--- src/rtl/nor_cmd_pkg.sv ---
package nor_cmd_pkg;

  typedef enum logic [2:0] {
    MODE_READ   = 3'd0,
    MODE_ID     = 3'd1,
    MODE_CFI    = 3'd2,
    MODE_SECURE = 3'd3,
    MODE_SUSP   = 3'd4
  } devMode_e;

  typedef enum logic [2:0] {
    OP_NONE       = 3'd0,
    OP_PROG       = 3'd1,
    OP_CHIP_ERASE = 3'd2,
    OP_SECT_ERASE = 3'd3,
    OP_SUSPEND    = 3'd4,
    OP_RESUME     = 3'd5
  } opKind_e;

  typedef enum logic [2:0] {
    SEQ_IDLE,
    SEQ_UNL1,
    SEQ_UNL2,
    SEQ_PROG,
    SEQ_ERS1,
    SEQ_ERS2,
    SEQ_ERS3,
    SEQ_EXIT
  } seqStep_e;

  typedef struct packed {
    logic    issue;
    opKind_e kind;
  } ctrlStrobe_t;

  localparam logic [7:0] CMD_UNLOCK_A = 8'hAA;
  localparam logic [7:0] CMD_UNLOCK_B = 8'h55;
  localparam logic [7:0] CMD_RESET    = 8'hF0;
  localparam logic [7:0] CMD_PROG     = 8'hA0;
  localparam logic [7:0] CMD_ERASE    = 8'h80;
  localparam logic [7:0] CMD_CHIP     = 8'h10;
  localparam logic [7:0] CMD_SECTOR   = 8'h30;
  localparam logic [7:0] CMD_IDENT    = 8'h90;
  localparam logic [7:0] CMD_SECURE   = 8'h88;
  localparam logic [7:0] CMD_CFI      = 8'h98;
  localparam logic [7:0] CMD_SUSPEND  = 8'hB0;
  localparam logic [7:0] CMD_RESUME   = 8'h30;
  localparam logic [7:0] CMD_EXIT     = 8'h00;

endpackage

--- src/rtl/nor_cmd_ctrl.sv ---
module nor_cmd_ctrl
  import nor_cmd_pkg::*;
#(
  parameter int UNL_W = 12
) (
  input  logic             clk,
  input  logic             rstN,
  input  logic             byteMode,
  input  logic             busy,
  input  logic             wrStb,
  input  logic [UNL_W-1:0] wrAddrLo,
  input  logic [7:0]       cmd,
  output devMode_e         modeQ,
  output ctrlStrobe_t      strobe
);

  localparam logic [UNL_W-1:0] WORD_UNL_A = UNL_W'(12'h555);
  localparam logic [UNL_W-1:0] WORD_UNL_B = UNL_W'(12'h2AA);
  localparam logic [UNL_W-1:0] BYTE_UNL_A = UNL_W'(12'hAAA);
  localparam logic [UNL_W-1:0] BYTE_UNL_B = UNL_W'(12'h555);
  localparam logic [UNL_W-1:0] WORD_CFI   = UNL_W'(12'h055);
  localparam logic [UNL_W-1:0] BYTE_CFI   = UNL_W'(12'h0AA);

  seqStep_e seqQ, seqN;
  devMode_e modeN;
  logic     sectErasing, erasingN;
  logic     busyQ;
  logic     abort;
  logic     atUnlA, atUnlB, atCfi;

  assign atUnlA = wrAddrLo == (byteMode ? BYTE_UNL_A : WORD_UNL_A);
  assign atUnlB = wrAddrLo == (byteMode ? BYTE_UNL_B : WORD_UNL_B);
  assign atCfi  = wrAddrLo == (byteMode ? BYTE_CFI : WORD_CFI);

  always_comb begin
    seqN         = seqQ;
    modeN        = modeQ;
    erasingN     = sectErasing;
    strobe.issue = 1'b0;
    strobe.kind  = OP_NONE;
    abort        = 1'b0;
    if (busyQ && !busy && modeQ != MODE_SUSP) erasingN = 1'b0;
    if (wrStb) begin
      if (busy) begin
        if (cmd == CMD_SUSPEND && sectErasing && modeQ != MODE_SUSP) begin
          modeN        = MODE_SUSP;
          seqN         = SEQ_IDLE;
          strobe.issue = 1'b1;
          strobe.kind  = OP_SUSPEND;
        end
      end else if (modeQ == MODE_SUSP) begin
        if (cmd == CMD_RESUME) begin
          modeN        = MODE_READ;
          strobe.issue = 1'b1;
          strobe.kind  = OP_RESUME;
        end
      end else if (cmd == CMD_RESET && seqQ != SEQ_PROG) begin
        seqN  = SEQ_IDLE;
        modeN = MODE_READ;
      end else begin
        seqN  = SEQ_IDLE;
        abort = 1'b1;
        unique case (seqQ)
          SEQ_IDLE: begin
            if (cmd == CMD_UNLOCK_A && atUnlA) begin
              seqN = SEQ_UNL1; abort = 1'b0;
            end else if (cmd == CMD_CFI && atCfi) begin
              modeN = MODE_CFI; abort = 1'b0;
            end
          end
          SEQ_UNL1: if (cmd == CMD_UNLOCK_B && atUnlB) begin
            seqN = SEQ_UNL2; abort = 1'b0;
          end
          SEQ_UNL2: if (atUnlA) begin
            abort = 1'b0;
            case (cmd)
              CMD_PROG:   seqN = SEQ_PROG;
              CMD_ERASE:  seqN = SEQ_ERS1;
              CMD_SECURE: modeN = MODE_SECURE;
              CMD_IDENT:  if (modeQ == MODE_SECURE) seqN = SEQ_EXIT;
                          else modeN = MODE_ID;
              default:    abort = 1'b1;
            endcase
          end
          SEQ_PROG: begin
            abort        = 1'b0;
            strobe.issue = 1'b1;
            strobe.kind  = OP_PROG;
          end
          SEQ_ERS1: if (cmd == CMD_UNLOCK_A && atUnlA) begin
            seqN = SEQ_ERS2; abort = 1'b0;
          end
          SEQ_ERS2: if (cmd == CMD_UNLOCK_B && atUnlB) begin
            seqN = SEQ_ERS3; abort = 1'b0;
          end
          SEQ_ERS3: begin
            if (cmd == CMD_CHIP && atUnlA) begin
              abort        = 1'b0;
              strobe.issue = 1'b1;
              strobe.kind  = OP_CHIP_ERASE;
            end else if (cmd == CMD_SECTOR) begin
              abort        = 1'b0;
              erasingN     = 1'b1;
              strobe.issue = 1'b1;
              strobe.kind  = OP_SECT_ERASE;
            end
          end
          SEQ_EXIT: if (cmd == CMD_EXIT) begin
            modeN = MODE_READ; abort = 1'b0;
          end
          default: abort = 1'b1;
        endcase
        if (abort) modeN = MODE_READ;
      end
    end
  end

  always_ff @(posedge clk) begin
    if (!rstN) begin
      seqQ        <= SEQ_IDLE;
      modeQ       <= MODE_READ;
      sectErasing <= 1'b0;
      busyQ       <= 1'b0;
    end else begin
      seqQ        <= seqN;
      modeQ       <= modeN;
      sectErasing <= erasingN;
      busyQ       <= busy;
    end
  end

  // reset command lands in read mode with an empty sequence
  assert_reset_cmd_R6: assert property (@(posedge clk) disable iff (!rstN)
    (wrStb && !busy && modeQ != MODE_SUSP && cmd == CMD_RESET && seqQ != SEQ_PROG)
    |=> (modeQ == MODE_READ && seqQ == SEQ_IDLE));

  // writes during busy other than B0h leave state alone
  assert_busy_ignore_R11: assert property (@(posedge clk) disable iff (!rstN)
    (wrStb && busy && cmd != CMD_SUSPEND) |=> ($stable(modeQ) && $stable(seqQ)));

  // suspended mode always has an erase behind it
  assert_susp_has_erase_R12: assert property (@(posedge clk) disable iff (!rstN)
    (modeQ == MODE_SUSP) |-> sectErasing);

  // suspend is only entered from a busy cycle
  assert_susp_from_busy_R12: assert property (@(posedge clk) disable iff (!rstN)
    $rose(modeQ == MODE_SUSP) |-> $past(busy));

endmodule

--- src/rtl/nor_cmd_dp.sv ---
module nor_cmd_dp
  import nor_cmd_pkg::*;
#(
  parameter int ADDR_W   = 23,
  parameter int DATA_W   = 16,
  parameter int SECT_W   = 10,
  parameter int SECT_LSB = 12,
  parameter int ID_W     = 11,
  parameter bit TOP_BOOT = 1'b1
) (
  input  logic              clk,
  input  logic              rstN,
  input  logic              byteMode,
  input  logic              sectProt,
  input  logic              wrStb,
  input  logic [ADDR_W-1:0] wrAddr,
  input  logic [DATA_W-1:0] wrData,
  input  logic [ID_W-1:0]   rdAddr,
  input  devMode_e          modeQ,
  input  ctrlStrobe_t       strobe,
  output logic              opValid,
  output opKind_e           opKind,
  output logic [ADDR_W-1:0] opAddr,
  output logic [DATA_W-1:0] opData,
  output logic [SECT_W-1:0] opSector,
  output logic [15:0]       idData
);

  localparam logic [15:0] MFR_CODE  = 16'h007F;
  localparam logic [15:0] BANK_CODE = 16'h001C;
  localparam int          OFS_W     = ID_W - 1;

  logic [15:0]       devCode;
  logic [SECT_W-1:0] sectWord, sectByte;
  logic [OFS_W-1:0]  ofs;
  logic [15:0]       idRaw;

  generate
    if (TOP_BOOT) begin : g_top
      assign devCode = 16'h22C9;
    end else begin : g_bottom
      assign devCode = 16'h22CB;
    end
  endgenerate

  assign sectWord = wrAddr[SECT_LSB+SECT_W-1:SECT_LSB];
  assign sectByte = wrAddr[SECT_LSB+SECT_W:SECT_LSB+1];

  always_ff @(posedge clk) begin
    if (!rstN) begin
      opValid  <= 1'b0;
      opKind   <= OP_NONE;
      opAddr   <= '0;
      opData   <= '0;
      opSector <= '0;
    end else begin
      opValid <= strobe.issue;
      if (strobe.issue) begin
        opKind   <= strobe.kind;
        opAddr   <= wrAddr;
        opData   <= wrData;
        opSector <= byteMode ? sectByte : sectWord;
      end
    end
  end

  assign ofs = byteMode ? rdAddr[ID_W-1:1] : rdAddr[OFS_W-1:0];

  always_comb begin
    unique case (ofs)
      OFS_W'(10'h000): idRaw = MFR_CODE;
      OFS_W'(10'h100): idRaw = BANK_CODE;
      OFS_W'(10'h001): idRaw = devCode;
      OFS_W'(10'h002): idRaw = {15'd0, sectProt};
      default:         idRaw = 16'h0000;
    endcase
    if (modeQ != MODE_ID) idData = 16'h0000;
    else if (byteMode)    idData = idRaw & 16'h00FF;
    else                  idData = idRaw;
  end

  // every request comes from a sampled write
  assert_req_from_write_R3: assert property (@(posedge clk) disable iff (!rstN)
    opValid |-> $past(wrStb));

  // a sector erase request is always triggered by 30h
  assert_sector_cmd_R5: assert property (@(posedge clk) disable iff (!rstN)
    (opValid && opKind == OP_SECT_ERASE) |-> ($past(wrData[7:0]) == 8'h30));

endmodule

--- src/rtl/nor_cmd_seq.sv ---
module nor_cmd_seq
  import nor_cmd_pkg::*;
#(
  parameter int SECT_W   = 10,
  parameter int SECT_LSB = 12,
  parameter int DATA_W   = 16,
  parameter bit TOP_BOOT = 1'b1,
  localparam int ADDR_W  = SECT_LSB + SECT_W + 1,
  localparam int UNL_W   = 12,
  localparam int ID_W    = 11
) (
  input  logic              clk,
  input  logic              rstN,
  input  logic              byteMode,
  input  logic              busy,
  input  logic              sectProt,
  input  logic              wrStb,
  input  logic [ADDR_W-1:0] wrAddr,
  input  logic [DATA_W-1:0] wrData,
  input  logic [ID_W-1:0]   rdAddr,
  output logic [2:0]        mode,
  output logic              opValid,
  output logic [2:0]        opKind,
  output logic [ADDR_W-1:0] opAddr,
  output logic [DATA_W-1:0] opData,
  output logic [SECT_W-1:0] opSector,
  output logic [15:0]       idData
);

  devMode_e    modeQ;
  ctrlStrobe_t strobe;
  opKind_e     kindQ;

  nor_cmd_ctrl #(.UNL_W(UNL_W)) ctrl_i (
    .clk      (clk),
    .rstN     (rstN),
    .byteMode (byteMode),
    .busy     (busy),
    .wrStb    (wrStb),
    .wrAddrLo (wrAddr[UNL_W-1:0]),
    .cmd      (wrData[7:0]),
    .modeQ    (modeQ),
    .strobe   (strobe)
  );

  nor_cmd_dp #(
    .ADDR_W   (ADDR_W),
    .DATA_W   (DATA_W),
    .SECT_W   (SECT_W),
    .SECT_LSB (SECT_LSB),
    .ID_W     (ID_W),
    .TOP_BOOT (TOP_BOOT)
  ) dp_i (
    .clk      (clk),
    .rstN     (rstN),
    .byteMode (byteMode),
    .sectProt (sectProt),
    .wrStb    (wrStb),
    .wrAddr   (wrAddr),
    .wrData   (wrData),
    .rdAddr   (rdAddr),
    .modeQ    (modeQ),
    .strobe   (strobe),
    .opValid  (opValid),
    .opKind   (kindQ),
    .opAddr   (opAddr),
    .opData   (opData),
    .opSector (opSector),
    .idData   (idData)
  );

  assign mode   = modeQ;
  assign opKind = kindQ;

endmodule

--- config.mk ---
export PLATFORM = sky130hd
export DESIGN_NAME = nor_cmd_seq
export DESIGN_NICKNAME = d
export VERILOG_FILES = /design/src/rtl/nor_cmd_pkg.sv /design/src/rtl/nor_cmd_ctrl.sv /design/src/rtl/nor_cmd_dp.sv /design/src/rtl/nor_cmd_seq.sv
export SDC_FILE = /design/constraint.sdc
export NUM_CORES = 1
export LEC_CHECK = 0
export BUFFER_PORTS_ARGS = -buffer_cell sky130_fd_sc_hd__buf_2
export CORE_MARGIN = 5
export CORE_UTILIZATION = 49
export CTS_CLUSTER_SIZE = 30
export DETAILED_ROUTE_END_ITERATION = 10
export PLACE_DENSITY_LB_ADDON = 0.1
export SLEW_MARGIN = 20
export SYNTH_ARGS = -nofsm -noshare
export SYNTH_HDL_FRONTEND = slang
export SYNTH_HIERARCHICAL = 1
export SYNTH_SLANG_ARGS = --single-unit
--- constraint.sdc ---
create_clock -name clk -period 3.3 [get_ports clk]
set_input_delay 0.165 -clock clk [delete_from_list [all_inputs] [get_ports clk]]
set_output_delay 0.165 -clock clk [all_outputs]
set_load 0.005 [all_outputs]
==> results of run 1 <==
[cell families (layout without fill, tap and decap cells)]
group / count (synthesis) / count (layout) / share of synthesized area, %
simple gates: 151 / 151 / 28.4
compound gates: 54 / 54 / 12.4
mux: 55 / 55 / 16.3
fa+ha+maj: 1 / 1 / 0.296
xor+xnor: 1 / 1 / 0.259
buf+inv: 34 / 148 / 6.08
other cells: 1 / 6 / 0.111
flops: 61 / 61 / 36.2
[registers in the layout (all words and copies together), names as in the netlist]
| name | flops |
|---|---|
| dp_i/opData | 16 |
| dp_i/opKind | 3 |
| ctrl_i/busyQ | 1 |
| dp_i/opSector | 10 |
| dp_i/opValid | 1 |
| ctrl_i/sectErasing | 1 |
| dp_i/opAddr | 23 |
| ctrl_i/seqQ | 3 |
| ctrl_i/modeQ | 3 |
[Yosys cell counts (all sizes together) (4+ instances only)]
cell type  number
nor4bb          5
buf            19
nor2b          48
mux2i          55
nor4            4
nor3b           7
nand3           6
clkbuf          8
nor2           12
and3b           4
nor3            8
and3            4
inv             7
dfxtp          61
o22ai           4
and2            5
nand4          10
nand2          22
o21ai           5
a21oi           9
o211a          10
[how the worst max path moves through the flow]
stage,endpoint
2_1_floorplan,dp_i/opSector[0]
3_3_place_gp,dp_i/opAddr[4]
3_5_place_dp,dp_i/opAddr[4]
4_1_cts,dp_i/opAddr[4]
5_1_grt,dp_i/opAddr[3]
6_report,dp_i/opAddr[16]
[worst register-to-register path: stages, from the launching register on]
cell and delay (ns):
dfxtp_1 0.42, or3b_2 0.27, nand4_1 0.14, a21boi_2 0.29
nor2b_1 0.26, a31o_4 0.34, buf_4 0.29, mux2i_1 0.21
nor2b_1 0.06
[per-layer routing]
layer | part of all wire (%) | GRT usage (%) | vias up
li1 | - | - | 1513
met1 | 45 | 26.7 | 1402
met2 | 45 | 30.4 | 117
met3 | 8.2 | 6.92 | 9
met4 | 1.4 | 8.18 | 0
met5 | 0 | 0 | -
[area by class of cell]
cell class	instances	area share, %
tap	80	2.38
multi-input combinational	268	47.1
timing repair buffer	125	15.4
clock buffer	10	3.28
inverter	7	0.626
clock inverter	6	2.06
sequential	61	29.1
[power groups by stage]
stage	combinational, mW	clock [mW]	sequential (mW)
finish	0.216	0.756	0.773
global route	0.238	0.804	0.775
CTS	0.217	0.770	0.773
detailed placement	0.215	0	0.789
global placement	0.213	0	0.789
floorplan	0.122	0	0.791
[through the flow]
stage / cells / util (%) / total power, mW / setup slack, ns / hold WS [ns]
detailed placement: 541 / 58.8 / 1.00 / 0.622 / 0.434
global placement: 541 / 58.8 / 1.00 / 0.666 / 0.427
finish: 557 / 62.1 / 1.74 / 0.911 / 0.0868
global route: 557 / 62.1 / 1.82 / 0.690 / 0.0926
floorplan: 363 / - / 0.913 / 0.959 / 0.276
CTS: 557 / 62.1 / 1.76 / 0.908 / 0.0773
==> impl_metrics.env, run 1 <==
export IMPL_multi_input_area_sq_um=1980
export IMPL_tightest_slew_ns=0.905
export IMPL_routed_via_density=5.46
export IMPL_peakVddDrop_mv=0.273
export IMPL_diodes=0
export IMPL_syn_avg_cell_area_sq_um=9.43
export IMPL_post_drt_wl_per_cell_microns=15.7
export IMPL_synth_area_sq_um=3380
export IMPL_rr_startpoint="ctrl_i/modeQ[1]"
export IMPL_reg2reg_slack_ns=0.91
export IMPL_track_usage_pct=20.3
export IMPL_intPower_mw=1.31
export IMPL_crit_cells=8
export IMPL_layout_common_cells="buf_2, dfxtp_1, mux2i_1"
export IMPL_drive_gt1_share_pct=32.1
export IMPL_grt_max_degree=62
export IMPL_die_y_microns=93.0
export IMPL_fmax_mhz=419
export IMPL_final_area_sq_um=4200
export IMPL_yosysTopAreaCell="dfxtp_1"
export IMPL_synth_top_area_share_pct=36.2
export IMPL_die_area_sq_um=8650
export IMPL_path_max_fanout=19
export IMPL_cp_arrival_ns=2.62
export IMPL_critPathKind="flop to flop"
export IMPL_synth_flop_cell="dfxtp_1"
export IMPL_cp_required_ns=3.53
export IMPL_power_frac_comb_pct=12.4
export IMPL_yosysSeqAreaShare_pct=36.2
export IMPL_ant_nets=0
export IMPL_cpLargestDelayFamily="simple AND/OR/NAND/NOR gates"
export IMPL_dr_pass1_iters=5
export IMPL_ys_ff_latch=61
export IMPL_clockBufferDepth=2
export IMPL_overflow=0
export IMPL_fin_tns_setup_ns=0
export IMPL_crit_buf_inv=1
export IMPL_netlist_top_cells_area="dfxtp_1, mux2i_1, nor2b_1, buf_4, o211a_1"
export IMPL_clkPwrFrac_pct=43.3
export IMPL_cts_setup_buffers=0
export IMPL_place_area_sq_um=3970
export IMPL_antenna_found_initial=0
export IMPL_yosys_warnings=6
export IMPL_cpMostUsedCell="nor2b_1"
export IMPL_place_congestion=0.865
export IMPL_clkLatencyLatePin_ns=0.34
export IMPL_hold_viol_final=0
export IMPL_grt_pass1_wl_microns=14200
export IMPL_ios=128
export IMPL_core_area_sq_um=6760
export IMPL_synth_edff_count=0
export IMPL_p_switching_mw=0.436
export IMPL_drt_wl_total_microns=8730
export IMPL_maxSlewViolCount=0
export IMPL_min_path_type="primary input to flop"
export IMPL_regArea_sq_um=1220
export IMPL_layout_min_cycle_time_ns=2.39
export IMPL_fin_crit_sh_pct=72.4
export IMPL_rsz0062_at_grt="false"
export IMPL_min_to="dp_i/opData[9]"
export IMPL_hold_depth=3
export IMPL_num_rows=30
export IMPL_area_growth_syn_to_layout_pct=24.3
export IMPL_cts_buffers=9
export IMPL_worstPathCellList="or3b_2 > nand4_1 > a21boi_2 > nor2b_1 > a31o_4 > buf_4 > mux2i_1 > nor2b_1"
export IMPL_nets=528
export IMPL_setup_viol=0
export IMPL_endpoint_kind="flop"
export IMPL_cp_slowest_cell="dfxtp_1"
export IMPL_synth_cell_type_count=60
export IMPL_power_density_nw_per_um2=415
export IMPL_first_global_vias=2929
export IMPL_via_count=3041
export IMPL_fill_cells=593
export IMPL_path_clk_slew_ns=0.08
export IMPL_min_delay_start="wrData[9]"
export IMPL_drtIter0Drc=149
export IMPL_slowest_delay_ns=0.42
export IMPL_slew_headroom_pct=39.7
export IMPL_clockRootBuffer="clkbuf_8"
export IMPL_layout_commonest_cell="buf_2"
export IMPL_cts_tree="done"
export IMPL_clock_sinks=61
export IMPL_drv_cap=0
export IMPL_seq_power_share_pct=44.3
export IMPL_crit_path_start="ctrl_i/modeQ[1]"
export IMPL_dp_hpwl_microns=6390
export IMPL_start_kind="flop"
export IMPL_hold_buffers=0
export IMPL_finClkSkew_ns=0.0142
export IMPL_htreeDepth=3
export IMPL_synthCells=358
export IMPL_p_sw_share_pct=25.0
export IMPL_io_buffers=121
export IMPL_r2r_end="dp_i/opAddr[16]"
export IMPL_power_leakage_nw=1.87
export IMPL_r2r_cells=8
export IMPL_status="complete, no violations"
export IMPL_async_reset_ff_share_pct=0
export IMPL_post_route_drc_count=0
export IMPL_die_w_microns=93.0
export IMPL_start_util_pct=50.0
export IMPL_cts_resized_gates=0
Note: power is estimated with default switching activity, not from simulation.
==> run 2: changes to the inputs <==
- ABC_AREA: unset -> 1
- CORE_UTILIZATION: 49 -> 50
- clock period: 3.3 -> 2.2 ns (I/O delays scaled with it)
==> impl_metrics.env, run 2 <==
export IMPL_die_y_microns=94.2
export IMPL_track_usage_pct=23.8
export IMPL_fill_cells=660
export IMPL_clockRootBuffer="clkbuf_8"
export IMPL_diodes=0
export IMPL_min_path_type="primary input to flop"
export IMPL_p_switching_mw=0.745
export IMPL_yosysMostFrequentCell="nand2_1"
export IMPL_start_util_pct=51.7
export IMPL_clockBufferDepth=2
export IMPL_grt_max_degree=54
export IMPL_fin_tns_setup_ns=0
export IMPL_async_reset_ff_share_pct=0
export IMPL_holdWs_ns=0.0290
export IMPL_layout_commonest_cell="nand2_1"
export IMPL_intPower_mw=1.85
export IMPL_rsz0062_at_grt="false"
export IMPL_antenna_found_initial=0
export IMPL_layout_common_cells="nand2_1, nor2_1, buf_2"
export IMPL_io_buffers=121
export IMPL_die_area_sq_um=8880
export IMPL_syn_avg_cell_area_sq_um=6.29
export IMPL_place_congestion=1.02
export IMPL_largest_reg_flops=23
export IMPL_crit_path_start="ctrl_i/modeQ[1]"
export IMPL_clock_sinks=61
export IMPL_nets=749
export IMPL_ys_ff_latch=61
export IMPL_clkPwrFrac_pct=38.5
export IMPL_r2r_cells=10
export IMPL_drive_gt1_share_pct=26.8
export IMPL_p_sw_share_pct=28.7
export IMPL_drtIter0Drc=195
export IMPL_synth_cell_type_count=36
export IMPL_r2r_end="dp_i/opSector[9]"
export IMPL_core_area_sq_um=6870
export IMPL_peakVddDrop_mv=0.415
export IMPL_drv_cap=0
export IMPL_critPathKind="flop to flop"
export IMPL_synth_top_area_share_pct=34.4
export IMPL_post_route_drc_count=0
export IMPL_routed_via_density=4.90
export IMPL_synthCells=564
export IMPL_seq_power_share_pct=45.7
export IMPL_hold_viol_final=0
export IMPL_endpoint_kind="flop"
export IMPL_rr_startpoint="ctrl_i/modeQ[1]"
export IMPL_die_w_microns=94.2
export IMPL_dr_pass1_iters=4
export IMPL_netlist_top_cells_area="dfxtp_1, nand2_1, nor2_1, o21ai_0, inv_1"
export IMPL_status="complete, no violations"
export IMPL_ant_nets=0
export IMPL_post_drt_wl_per_cell_microns=12.9
export IMPL_cp_required_ns=2.47
export IMPL_synth_top_cells_by_count="nand2_1, nor2_1, dfxtp_1"
export IMPL_layout_min_cycle_time_ns=2.00
export IMPL_cts_tree="done"
export IMPL_yosysTopAreaCell="dfxtp_1"
export IMPL_cp_arrival_ns=2.27
export IMPL_reg_top3="dp_i/opAddr x23, dp_i/opData x16, dp_i/opSector x10"
export IMPL_dp_hpwl_microns=7830
export IMPL_clkLatencyLatePin_ns=0.34
export IMPL_htreeDepth=3
export IMPL_synth_area_sq_um=3550
export IMPL_cts_setup_buffers=0
export IMPL_synth_edff_count=0
export IMPL_fin_crit_sh_pct=91.1
export IMPL_hold_depth=3
export IMPL_yosys_warnings=6
export IMPL_fmax_mhz=499
export IMPL_grt_pass1_wl_microns=16800
export IMPL_cts_buffers=9
export IMPL_overflow=0
export IMPL_power_frac_comb_pct=15.8
export IMPL_path_max_fanout=27
export IMPL_power_mw=2.59
export IMPL_power_density_nw_per_um2=571
export IMPL_reg2reg_slack_ns=0.20
export IMPL_path_clk_slew_ns=0.07
export IMPL_ios=128
export IMPL_first_global_vias=3696
export IMPL_power_leakage_nw=2.49
export IMPL_num_rows=30
export IMPL_via_count=3890
export IMPL_min_to="dp_i/opAddr[12]"
export IMPL_maxSlewViolCount=0
export IMPL_drt_wl_total_microns=10300
export IMPL_area_growth_syn_to_layout_pct=27.9
export IMPL_synth_flop_cell="dfxtp_1"
export IMPL_setup_viol=0
export IMPL_start_kind="flop"
export IMPL_yosysSeqAreaShare_pct=34.4
export IMPL_finClkSkew_ns=0.00621
export IMPL_regMostFlops="dp_i/opAddr"
export IMPL_min_delay_start="wrAddr[12]"
## run 2: cell types whose count changed after synthesis, moves of 45 or more
| cell | before | now |
|---|---|---|
| nor2_1 | 12 | 122 |
| o21ai_0 | 4 | 49 |
| mux2i_1 | 55 | 0 |
| inv_1 | 7 | 58 |
| nor2b_1 | 48 | 0 |
| nand2_1 | 22 | 126 |
## run 2: how the worst max path moves through the flow
stage | endpoint | slack (ns) | cells after the start
floorplan | dp_i/opSector[1] | 0.31 | 12
global placement | dp_i/opSector[3] | 0.11 | 13
global route | dp_i/opSector[9] | 0.01 | 12
CTS | dp_i/opAddr[21] | 0.15 | 10
detailed placement | dp_i/opAddr[21] | 0.04 | 13
finish | dp_i/opSector[9] | 0.20 | 10
## run 2: critical path, cell delays in order, from the launching register on
cell and delay, ns:
dfxtp_1 0.35, inv_1 0.07, nand3_1 0.18, inv_1 0.13
a31oi_1 0.32, a31o_2 0.24, clkinv_1 0.13, buf_12 0.19
a21oi_1 0.12, o21ai_0 0.10, a21oi_1 0.12
## run 2: cell families (layout without fill, tap and decap cells)
group	after synthesis	count (layout)	synth area share [%]
DFF	61	61	34.4
and+or+nand+nor	318	318	40.9
buffers and inverters	93	222	11.2
AOI/OAI and AO/OA	91	91	13.4
other	1	6	0.106
## run 2: per-layer routing
metal | track usage [%] | up-vias | routed length [microns]
li1 | - | 2028 | -
met1 | 30.3 | 1727 | 4460
met2 | 38.8 | 127 | 4950
met3 | 7.37 | 8 | 788
met4 | 6.26 | 0 | 80
met5 | 0 | - | 0
## run 2: power groups by stage
stage / sequential, mW / combinational (mW) / clock, mW
after floorplan: 1.21 / 0.213 / 0
after global placement: 1.21 / 0.389 / 0
after detailed placement: 1.21 / 0.396 / 0
after CTS: 1.18 / 0.408 / 1.03
after global routing: 1.19 / 0.463 / 1.09
final: 1.18 / 0.410 / 0.998
## run 2: timing repair
item | 4_1_cts | 5_1_grt
hold endpoints to repair | 8 | 0
setup endpoints to repair | 0 | 35
gates resized for setup | 0 | 1
hold buffers | 8 | 0
## run 2: stage by stage
step                setup slack (ns)  util, %  cells  area, sq um
global route                  0.0143     66.1    794         4540
finish                         0.196     66.1    794         4540
detailed placement            0.0425     62.0    770         4260
global placement               0.106     62.0    770         4260
CTS                            0.152     66.0    794         4540
floorplan                      0.306        -    569         3570
## run 2: area by class of cell
class	instances	area [sq um]	share of cell area, %
clock buffer	9	124	2.73
clock inverter	7	72.6	1.60
inverter	64	240	5.29
multi-input combinational	415	1950	42.9
sequential	61	1220	26.9
tap	96	120	2.65
timing repair buffer	142	812	17.9
==> run 3: changes to the inputs <==
==> constraint.sdc (replaced) <==
create_clock -name clk -period 2.2 [get_ports clk]
set_input_delay 0.44 -clock clk [delete_from_list [all_inputs] [get_ports clk]]
set_output_delay 0.44 -clock clk [all_outputs]
set_load 0.005 [all_outputs]
==> impl_metrics.env, run 3 (same netlist as run 2, synthesis figures left out) <==
export IMPL_largest_reg_flops=23
export IMPL_status="complete, no violations"
export IMPL_regArea_sq_um=1220
export IMPL_first_global_vias=3752
export IMPL_die_area_sq_um=8880
export IMPL_grt_pass1_wl_microns=16800
export IMPL_fmax_mhz=486
export IMPL_via_count=3951
export IMPL_routed_via_density=4.85
export IMPL_clkLatencyLatePin_ns=0.33
export IMPL_start_util_pct=51.7
export IMPL_post_route_drc_count=0
export IMPL_drtIter0Drc=159
export IMPL_start_kind="primary input"
export IMPL_track_usage_pct=23.7
export IMPL_setup_viol=0
export IMPL_power_density_nw_per_um2=557
export IMPL_cts_tree="done"
export IMPL_core_area_sq_um=6870
export IMPL_clock_sinks=61
export IMPL_path_max_fanout=15
export IMPL_post_route_util_pct=68.8
export IMPL_layout_common_cells="nand2_1, nor2_1, buf_2"
export IMPL_fill_cells=642
export IMPL_dr_pass1_iters=5
export IMPL_power_leakage_nw=2.61
export IMPL_maxSlewViolCount=0
export IMPL_cp_arrival_ns=1.62
export IMPL_cp_required_ns=1.76
export IMPL_antenna_found_initial=0
export IMPL_die_w_microns=94.2
export IMPL_reg_top3="dp_i/opAddr x23, dp_i/opData x16, dp_i/opSector x10"
export IMPL_io_buffers=121
export IMPL_area_growth_syn_to_layout_pct=33.1
export IMPL_clockBufferDepth=2
export IMPL_die_y_microns=94.2
export IMPL_fin_crit_sh_pct=93.5
export IMPL_post_drt_wl_per_cell_microns=12.6
export IMPL_layout_min_cycle_time_ns=2.06
export IMPL_drt_wl_total_microns=10200
export IMPL_min_path_type="primary input to flop"
export IMPL_cts_buffers=9
export IMPL_drv_cap=0
export IMPL_multi_input_area_sq_um=1960
export IMPL_endpoint_kind="output pin"
export IMPL_diodes=0
export IMPL_clockRootBuffer="clkbuf_8"
export IMPL_cts_setup_buffers=0
export IMPL_peakVddDrop_mv=0.397
export IMPL_rsz0062_at_grt="false"
export IMPL_hold_buffers=0
export IMPL_drive_gt1_share_pct=30.6
export IMPL_holdWs_ns=0.326
export IMPL_grt_max_degree=26
export IMPL_critPathKind="primary input to output pin"
export IMPL_hold_viol_final=0
export IMPL_overflow=0
export IMPL_dp_hpwl_microns=8020
export IMPL_ios=128
export IMPL_regMostFlops="dp_i/opAddr"
export IMPL_nets=770
export IMPL_htreeDepth=3
export IMPL_layout_commonest_cell="nand2_1"
export IMPL_num_rows=30
export IMPL_path_clk_slew_ns=0.07
export IMPL_finClkSkew_ns=0.00598
export IMPL_place_congestion=0.937
export IMPL_ant_nets=0
## run 3: layout make-up
cell class,instances,share of cell area [%]
multi-input cells,415,41.4
flip-flops and latches,61,25.9
repair buffers,163,20.9
inverters,64,5.14
clock buffers,9,2.62
well taps,96,2.54
clock inverters,7,1.54
## run 3: path summary, 6_finish.rpt
| path | end | cells after the start | startpoint | slack (ns) |
|---|---|---|---|---|
| worst max-delay path | idData[1] | 11 | byteMode | 0.14 |
| worst max register to register | dp_i/opSector[0] | 12 | ctrl_i/modeQ[1] | 0.23 |
| worst min register to register | dp_i/opAddr[13] | 2 | dp_i/opAddr[13] | 0.47 |
| worst min-delay path | dp_i/opData[13] | 3 | wrData[13] | 0.33 |
## run 3: through the flow
stage,setup TNS (ns),worst slack [ns],power (mW),cell area [sq um],instances
final,0,0.144,2.63,4720,815
after global routing,0,0.00220,2.78,4720,815
after global placement,-1.86,-0.0627,1.63,4500,799
after CTS,0,0.0678,2.65,4700,815
after detailed placement,-5.14,-0.133,1.64,4500,799
after floorplan,0,0.0330,1.43,3570,569
## run 3: critical path, cell delays in order
cell,delay [ns]
buf_4,0.18
buf_12,0.17
inv_4,0.06
nand2_1,0.07
nand3_2,0.11
nor2_8,0.15
nand3_2,0.13
nand3_2,0.10
nand2_1,0.05
inv_1,0.05
buf_2,0.10
## run 3: metal layers
| layer | track usage [%] | routed length (microns) | up-vias |
|---|---|---|---|
| met5 | 0 | 0 | - |
| met4 | 9.75 | 247 | 0 |
| met3 | 6.33 | 632 | 20 |
| met2 | 37.7 | 4690 | 110 |
| met1 | 30.1 | 4660 | 1752 |
| li1 | - | - | 2069 |
## run 3: repair_timing
item / in CTS / in global routing
gates cloned: 0 / 0
setup endpoints to repair: 6 / 27
pin swaps: 0 / 1
resized for setup: 2 / 7
## run 3: power breakdown
part           leakage (nW)  switching [mW]  internal, mW
Sequential            0.499          0.0271          1.16
Combinational          2.01           0.251         0.186
Clock                0.0960           0.481         0.527
Total                  2.61           0.759          1.87
